<file path="config.mk">
export PLATFORM = sky130hd
export DESIGN_NAME = pmwake_ctrl
export DESIGN_NICKNAME = d
export VERILOG_FILES = /design/src/rtl/pmwake_pkg.sv /design/src/rtl/pmwake_regs.sv /design/src/rtl/pmwake_power.sv /design/src/rtl/pmwake_status.sv /design/src/rtl/pmwake_ctrl.sv
export SDC_FILE = /design/constraint.sdc
export NUM_CORES = 1
export LEC_CHECK = 0
export BUFFER_PORTS_ARGS = -buffer_cell sky130_fd_sc_hd__buf_2
export CORE_MARGIN = 2
export CORE_UTILIZATION = 52
export CTS_CLUSTER_SIZE = 16
export DETAILED_ROUTE_END_ITERATION = 10
export PLACE_DENSITY_LB_ADDON = 0.3
export SLEW_MARGIN = 15
export SYNTH_ARGS = -nofsm -noshare
export SYNTH_HDL_FRONTEND = slang
export SYNTH_SLANG_ARGS = --single-unit
</file>
<file path="constraint.sdc">
create_clock -name clk -period 1.3 [get_ports clk]
set_input_delay 0.26 -clock clk [delete_from_list [all_inputs] [get_ports clk]]
set_output_delay 0.26 -clock clk [all_outputs]
set_load 0.01 [all_outputs]
</file>
<file path="src/rtl/pmwake_pkg.sv">
package pmwake_pkg;

    localparam int DATA_W = 8;
    localparam int ADDR_W = 2;

    typedef enum logic [1:0] {
        PS_D0 = 2'd0,
        PS_D1 = 2'd1,
        PS_D2 = 2'd2,
        PS_D3 = 2'd3
    } pstate_e;

    localparam logic [ADDR_W-1:0] A_CTRL  = 2'd0;
    localparam logic [ADDR_W-1:0] A_STAT  = 2'd1;
    localparam logic [ADDR_W-1:0] A_MASK  = 2'd2;
    localparam logic [ADDR_W-1:0] A_IRQEN = 2'd3;

    localparam int CTL_WOL     = 0;
    localparam int CTL_PME     = 1;
    localparam int CTL_PS_LO   = 2;
    localparam int MASK_ENERGY = 7;
    localparam int STS_W       = 4;

    // frame is the least significant bit of the status byte
    typedef struct packed {
        logic irq;
        logic pme;
        logic energy;
        logic frame;
    } sts_t;

endpackage

</file>
<file path="src/rtl/pmwake_regs.sv">
module pmwake_regs
    import pmwake_pkg::*;
#(
    parameter int DW = DATA_W,
    parameter int AW = ADDR_W
) (
    input  logic          clk,
    input  logic          rst_n,
    input  logic          we,
    input  logic          re,
    input  logic [AW-1:0] addr,
    input  logic [DW-1:0] wdata,
    input  sts_t          sts,
    output logic          wol_en,
    output logic          pme_en,
    output pstate_e       pstate,
    output logic          energy_mask,
    output logic          irq_en,
    output sts_t          clr,
    output logic [DW-1:0] rdata
);

    typedef struct packed {
        logic          wol_en;
        logic          pme_en;
        pstate_e       pstate;
        logic [DW-1:0] phy_mask;
        logic          irq_en;
        logic [DW-1:0] rdata;
    } cfg_t;

    cfg_t cfg_d, cfg_q;

    always_comb begin
        cfg_d = cfg_q;
        clr   = '0;

        if (we) begin
            case (addr)
                A_CTRL: begin
                    cfg_d.wol_en = wdata[CTL_WOL];
                    cfg_d.pme_en = wdata[CTL_PME];
                    cfg_d.pstate = pstate_e'(wdata[CTL_PS_LO +: 2]);
                end
                A_STAT:  clr = sts_t'(wdata[STS_W-1:0]);
                A_MASK:  cfg_d.phy_mask = wdata;
                A_IRQEN: cfg_d.irq_en = wdata[0];
                default: ;
            endcase
        end

        if (re) begin
            cfg_d.rdata = '0;
            case (addr)
                A_CTRL: begin
                    cfg_d.rdata[CTL_WOL]        = cfg_q.wol_en;
                    cfg_d.rdata[CTL_PME]        = cfg_q.pme_en;
                    cfg_d.rdata[CTL_PS_LO +: 2] = cfg_q.pstate;
                end
                A_STAT:  cfg_d.rdata[STS_W-1:0] = sts;
                A_MASK:  cfg_d.rdata = cfg_q.phy_mask;
                A_IRQEN: cfg_d.rdata[0] = cfg_q.irq_en;
                default: ;
            endcase
        end
    end

    always_ff @(posedge clk or negedge rst_n) begin
        if (!rst_n) begin
            cfg_q <= '0;
        end else begin
            cfg_q <= cfg_d;
        end
    end

    assign wol_en      = cfg_q.wol_en;
    assign pme_en      = cfg_q.pme_en;
    assign pstate      = cfg_q.pstate;
    assign energy_mask = cfg_q.phy_mask[MASK_ENERGY];
    assign irq_en      = cfg_q.irq_en;
    assign rdata       = cfg_q.rdata;

endmodule

</file>
<file path="src/rtl/pmwake_power.sv">
module pmwake_power
    import pmwake_pkg::*;
(
    input  logic    clk,
    input  logic    rst_n,
    input  pstate_e pstate,
    input  logic    pme_en,
    output logic    in_d3,
    output logic    pd_now,
    output logic    phy_pd,
    output logic    phy_rst
);

    typedef struct packed {
        logic pd;
        logic rst;
    } pwr_t;

    pwr_t pwr_d, pwr_q;

    always_comb begin
        in_d3     = (pstate == PS_D3);
        pd_now    = in_d3 && !pme_en;
        pwr_d.pd  = pd_now;
        pwr_d.rst = pd_now;
    end

    always_ff @(posedge clk or negedge rst_n) begin
        if (!rst_n) begin
            pwr_q <= '0;
        end else begin
            pwr_q <= pwr_d;
        end
    end

    assign phy_pd  = pwr_q.pd;
    assign phy_rst = pwr_q.rst;

endmodule

</file>
<file path="src/rtl/pmwake_status.sv">
module pmwake_status
    import pmwake_pkg::*;
(
    input  logic clk,
    input  logic rst_n,
    input  logic frame_i,
    input  logic energy_i,
    input  logic exit_rst_i,
    input  logic wol_en,
    input  logic pme_en,
    input  logic in_d3,
    input  logic pd_now,
    input  logic energy_mask,
    input  logic irq_en,
    input  sts_t clr,
    output sts_t sts,
    output logic pme_n,
    output logic irq
);

    typedef struct packed {
        sts_t sts;
        logic cond;
        logic pme_n;
        logic irq;
    } st_t;

    st_t  st_d, st_q;
    logic wake_src;
    logic wake_cond;

    always_comb begin
        st_d      = st_q;
        wake_src  = (wol_en && st_q.sts.frame) || st_q.sts.energy;
        wake_cond = wake_src && in_d3 && pme_en;

        // frame status: exit reset wins, then a detected frame, then a clear
        if (exit_rst_i) begin
            st_d.sts.frame = 1'b0;
        end else if (frame_i && !pd_now) begin
            st_d.sts.frame = 1'b1;
        end else if (clr.frame && !frame_i) begin
            st_d.sts.frame = 1'b0;
        end

        if (energy_i && energy_mask) begin
            st_d.sts.energy = 1'b1;
        end else if (clr.energy && !energy_i) begin
            st_d.sts.energy = 1'b0;
        end

        if (wake_src) begin
            st_d.sts.irq = 1'b1;
        end else if (clr.irq) begin
            st_d.sts.irq = 1'b0;
        end

        // event status latches on the first cycle the armed condition holds
        st_d.cond = wake_cond;
        if (wake_cond && !st_q.cond) begin
            st_d.sts.pme = 1'b1;
        end else if (clr.pme) begin
            st_d.sts.pme = 1'b0;
        end

        st_d.pme_n = !(st_d.sts.pme && pme_en);
        st_d.irq   = st_d.sts.irq && irq_en;
    end

    always_ff @(posedge clk or negedge rst_n) begin
        if (!rst_n) begin
            st_q       <= '0;
            st_q.pme_n <= 1'b1;
        end else begin
            st_q <= st_d;
        end
    end

    assign sts   = st_q.sts;
    assign pme_n = st_q.pme_n;
    assign irq   = st_q.irq;

endmodule

</file>
<file path="src/rtl/pmwake_ctrl.sv">
module pmwake_ctrl
    import pmwake_pkg::*;
#(
    parameter int DW = DATA_W,
    parameter int AW = ADDR_W
) (
    input  logic          clk,
    input  logic          rst_n,
    input  logic          reg_we,
    input  logic          reg_re,
    input  logic [AW-1:0] reg_addr,
    input  logic [DW-1:0] reg_wdata,
    output logic [DW-1:0] reg_rdata,
    input  logic          frame_wake_i,
    input  logic          energy_evt_i,
    input  logic          exit_rst_i,
    output logic          pme_n_o,
    output logic          irq_o,
    output logic          phy_pd_o,
    output logic          phy_rst_o
);

    logic    cfg_wol;
    logic    cfg_pme_en;
    pstate_e cfg_pstate;
    logic    cfg_mask7;
    logic    cfg_irq_en;
    sts_t    sts_q;
    sts_t    clr_w;
    logic    in_d3;
    logic    pd_now;

    pmwake_regs #(.DW(DW), .AW(AW)) u_regs (
        .clk         (clk),
        .rst_n       (rst_n),
        .we          (reg_we),
        .re          (reg_re),
        .addr        (reg_addr),
        .wdata       (reg_wdata),
        .sts         (sts_q),
        .wol_en      (cfg_wol),
        .pme_en      (cfg_pme_en),
        .pstate      (cfg_pstate),
        .energy_mask (cfg_mask7),
        .irq_en      (cfg_irq_en),
        .clr         (clr_w),
        .rdata       (reg_rdata)
    );

    pmwake_power u_power (
        .clk     (clk),
        .rst_n   (rst_n),
        .pstate  (cfg_pstate),
        .pme_en  (cfg_pme_en),
        .in_d3   (in_d3),
        .pd_now  (pd_now),
        .phy_pd  (phy_pd_o),
        .phy_rst (phy_rst_o)
    );

    pmwake_status u_status (
        .clk         (clk),
        .rst_n       (rst_n),
        .frame_i     (frame_wake_i),
        .energy_i    (energy_evt_i),
        .exit_rst_i  (exit_rst_i),
        .wol_en      (cfg_wol),
        .pme_en      (cfg_pme_en),
        .in_d3       (in_d3),
        .pd_now      (pd_now),
        .energy_mask (cfg_mask7),
        .irq_en      (cfg_irq_en),
        .clr         (clr_w),
        .sts         (sts_q),
        .pme_n       (pme_n_o),
        .irq         (irq_o)
    );

endmodule

</file>
Yosys cells after proc, flatten, opt, wreduce, memory -nomap -nowiden
Index checks and enable logic that the tools add are counted.
{"block": "totals", "inputBits": 17, "out_inout_bits": 12, "register_bits": 29}
{"block": "classes", "n_reduce_logical": 24, "eq_ne": 4, "mux": 14}
{"cell": "2-to-1 mux 4 bit", "n": 3}
{"cell": "logical AND 1 bit", "n": 11}
{"cell": "2-to-1 mux 1 bit", "n": 9}
{"cell": "case mux 3 bit (3 select lines)", "n": 1}
{"cell": "equality test 2 bit (second input constant)", "n": 3}
{"cell": "zero test 1 bit", "n": 6}
{"cell": "AND reduction 2 bit", "n": 3}
{"cell": "case mux 1 bit (4 select lines)", "n": 1}
{"cell": "nonzero test 3 bit", "n": 1}
{"cell": "equality test 2 x 1 -> 1 bit (second input constant)", "n": 1}
{"cell": "zero test 2 bit", "n": 1}
{"cell": "nonzero test 2 bit", "n": 1}
{"cell": "logical OR 1 bit", "n": 1}

Depth between registers and ports, before layout
{"block": "depth", "word_depth": 8, "ltp_mapped": 4}

Cells and area by module
A second synthesis with hierarchy kept.
{"block": "unflattened", "hier_cells": 121, "area_unflattened_um2": 1396.3}
{"mod": "pmwake_regs", "instances": 1, "area_per_inst_um2": 1046.0, "seq_area_each_um2": 525.5, "cells_per_inst": 89}
{"mod": "pmwake_status", "instances": 1, "area_per_inst_um2": 302.8, "seq_area_each_um2": 176.4, "cells_per_inst": 28}
{"mod": "pmwake_power", "instances": 1, "area_per_inst_um2": 47.5, "seq_area_each_um2": 25.0, "cells_per_inst": 4}

Worst setup path after synthesis
Ideal clock, no wire load.
{"block": "synth_timing", "kind": "input port to flip-flop", "start": "in reg_addr[0]", "end": "reg u_regs.cfg_q (netlist bit u_regs.rdata[0])", "cell_stages": 3, "required_time_ps": 1175, "setup_ps": 125, "arrival_time_ps": 1126, "n_path_buf": 1, "path_slack_ps": 49, "cell_sequence": "buf_6 mux4_2 mux2_4"}
{"block": "synth_between", "elab_chain_cells": 2}
{"item": "start: declaration", "line": "pmwake_ctrl.sv:11", "text": "input logic [AW-1:0] reg_addr,"}
{"item": "equality test 2 bit, or another cell as far along", "line": "pmwake_regs.sv:54", "text": "case (addr)"}
{"item": "case mux 1 bit (4 select lines) *", "line": "pmwake_regs.sv:54"}
{"item": "end signal: assignment", "line": "pmwake_regs.sv:72", "text": "cfg_q <= cfg_d;"}
{"item": "end: declaration", "line": "pmwake_regs.sv:32", "text": "cfg_t cfg_d, cfg_q;"}
Mark *: on every way between the ends. The rest lies on a longest branch, timed or not.
A chain may end at the register's enable or synchronous reset.

Worst setup path after layout
{"block": "layout_timing", "start": "reg u_status.st_q (netlist bit u_status.sts[0])", "end": "reg u_regs.cfg_q (netlist bit u_regs.rdata[0])"}
{"block": "layout_between", "elab_chain_cells": 1}
{"item": "start: declaration", "line": "pmwake_status.sv:28", "text": "st_t st_d, st_q;"}
{"item": "start signal: assignment", "line": "pmwake_status.sv:75", "text": "st_q <= st_d;"}
{"item": "case mux 1 bit (4 select lines)", "line": "pmwake_regs.sv:54"}
No other way between the ends.

==> out/summary.txt <==
Setup_tns: 0 ns
DRC Markers: 0
Comb power frac: 18.7%
Sequential share of power: 53.1%
Sw frac: 27.0%
Most frequent cell after synthesis: dfrtp_1
CTS buffer count: 5
HP Start: exit_rst_i
Reg clk slew, reported paths: 0.09 ns
Yosys reg bits: 29
Wirelength per Cell: 14.2 um
Sw Pwr: 0.000587 W
Setup-failing EPs final: 0
Placed insts: 159
Initial antenna violation count: 0
Initial DRC count: 19
Die H: 54.0 um
Hold Vio Cnt, Final: 0
Status: finished, final reports clean
GRT Residual Overflow: 0
VDD IR max: 0.934 mV
DIE AREA: 2920 um2
Top_reg_cell synth: dfrtp_1
Synth cell count leaders: 28 x dfrtp_1, 12 x mux2_2, 10 x buf_4
N_diodes: 0
Hold crit path type: input pin to flip-flop
Largest net degree at the start of global routing: 30
Crit path max-delay family: multiplexers
Htree depth: 2
Critical path fanouts, max: 3
Origin of the critical flop-to-flop path: u_status.sts[0]
Yosys warnings: 0
Fin crit share: 95.0%
Max incr delay on CP: 0.45 ns
Synthesized area: 1300 um2
RSZ-0062 raised after global routing: false
Total chip power: 0.00218 W
WP data arrival: 1.45 ns
Critical path capture point type: flip-flop
Starting Density: 53.5%
Nets: 154
Number of global-route vias before repair: 876
Tmin final: 1.24 ns
Final wirelength: 2380 um
CP Cell Sequence: mux4_2 > mux2_4
Worst EP required: 1.51 ns
Lkg Pwr: 0.741 nW
Syn Nets: 123
Clk root buf: clkbuf_4
Clock power share: 28.1%
Post-synthesis sequential area ratio: 55.9%
Std-Cell Rows: 18
Chip width: 54.0 um
PwrDens: 1420 nW/um2
Synthesis-to-layout area growth: 17.9%
Share of flip-flops with an asynchronous set or reset: 100%
Routed Antenna Nets: 0
CP Launch Type: flip-flop
Slowest CP cell: mux4_2
CTS tree: built
CTS max path bufs: 2
Routability cong.: 0.745
Clock Latency Late Sink: 0.32 ns
Slew Limit Headroom: 73.7%
CTS Sinks: 29
Post-Layout Cell Count: 168
Cell variety after synth: 26
Vias: 872
Pint: 0.00159 W
First-pass GRT wire length: 3990 um
CP startpoint: u_status.sts[0]
Mean Syn Cell Area: 12.3 um2
Mapped Cells: 106
Post-synth top area cell: dfrtp_1
Final instance area: 1530 um2
Total Routing Usage GR: 20.1%
Fillers: 208
Top-area cell type share of the netlist area: 53.8%
Core area: 2430 um2
Critical path type: flip-flop to flip-flop
Via density per instance: 5.19
Slew Limit Fails: 0
FMAX: 810 MHz
Worst path buffer plus inverter count: 0
Share of cells above drive strength 1: 44.2%
# IOs: 29
Post-synth EDFFs: 0
Port Buf Inserts: 28
Setup Skew: 0.0126 ns
Placed instance area: 1450 um2
Drt pass-1 iters: 4
Synth area leaders: dfrtp_1 54%, mux2_2 10%, buf_4 5.8%
Slew @ Worst Pin: 0.392 ns
Post-DP HPWL: 1810 um
Max_cap viols: 0
-- layout make-up --
| cell class | instances | area (um2) | area share, % |
|---|---|---|---|
| multi-input cells | 56 | 450 | 29.4 |
| repair buffers | 36 | 215 | 14.0 |
| inverters | 9 | 33.8 | 2.20 |
| flip-flops and latches | 29 | 727 | 47.4 |
| clock buffers | 7 | 65.1 | 4.24 |
| well taps | 30 | 37.5 | 2.45 |
| clock inverters | 1 | 5.00 | 0.326 |
-- cell usage in the layout, fill, tap and decap left out, types with 2 or more instances in the layout --
cell type  count
dfrtp_1       28
inv_1          9
nand2b_1       2
clkbuf_4       5
nand2_1        3
nand3_1        6
nor2_1         3
o221ai_1       3
a21oi_1        3
buf_2         28
o21ai_0        7
o21a_1         3
buf_4          6
mux2_2        12
mux2i_1        4
clkbuf_8       2
-- cell families (layout without fill, tap and decap cells) --
| kind of cell | after synthesis | count (layout) | share of synthesized area [%] |
|---|---|---|---|
| simple gates | 20 | 20 | 9.42 |
| flops | 29 | 29 | 55.9 |
| buf+inv | 21 | 53 | 9.52 |
| mux | 18 | 18 | 16.3 |
| compound gates | 18 | 18 | 8.85 |
-- what timing repair did --
action | in CTS | in global routing
gates resized for setup | 0 | 0
buffers inserted | 0 | 0
hold buffers | 1 | 0
endpoints found under the hold margin | 28 | 0
-- layer usage --
metal	wire length (um)	GRT usage [%]	vias to the layer above
li1	-	-	420
met3	122	7.50	6
met2	1100	30.7	23
met5	0	0	-
met1	1110	26.0	423
met4	42	7.50	0
-- through the flow --
step	hold slack, ns	worst slack (ns)	util, %
4_1_cts	0.0594	0.0629	63.1
5_1_grt	0.0652	0.0385	63.1
6_report	0.0724	0.0648	63.1
2_1_floorplan	-0.0356	0.0492	-
3_3_place_gp	0.218	0.0110	59.8
3_5_place_dp	0.224	-0.0133	59.8
-- registers in the layout, indices dropped and copies added (netlist names) --
name / cells
u_status.sts: 4
u_regs.energy_mask: 1
u_regs.pme_en: 1
u_status.pme_n: 1
u_power.phy_pd: 1
u_regs.wol_en: 1
u_status.irq: 1
u_regs.rdata: 8
u_status.st_q: 1
u_regs.irq_en: 1
u_regs.cfg_q: 7
u_regs.pstate: 2
-- power by group through the flow --
stage / sequential, W / clock (W) / combinational, W
2_1_floorplan: 0.00116 / 0 / 0.000292
3_3_place_gp: 0.00117 / 0 / 0.000394
3_5_place_dp: 0.00118 / 0 / 0.000409
4_1_cts: 0.00116 / 0.000630 / 0.000413
5_1_grt: 0.00118 / 0.000670 / 0.000461
6_report: 0.00116 / 0.000613 / 0.000408
-- final timing paths --
check / to / slack [ns] / depth (start not counted)
setup / recovery: u_regs.rdata[0] / 0.06 / 2
hold / removal: u_status.sts[0] / 0.07 / 2
setup reg to reg: u_regs.rdata[0] / 0.06 / 2
hold reg to reg: u_regs.rdata[3] / 0.49 / 1
max in group asynchronous: u_status.pme_n / 0.66 / 3
min in group asynchronous: u_regs.rdata[4] / 0.40 / 3
Power figures use the tool's default switching activity.
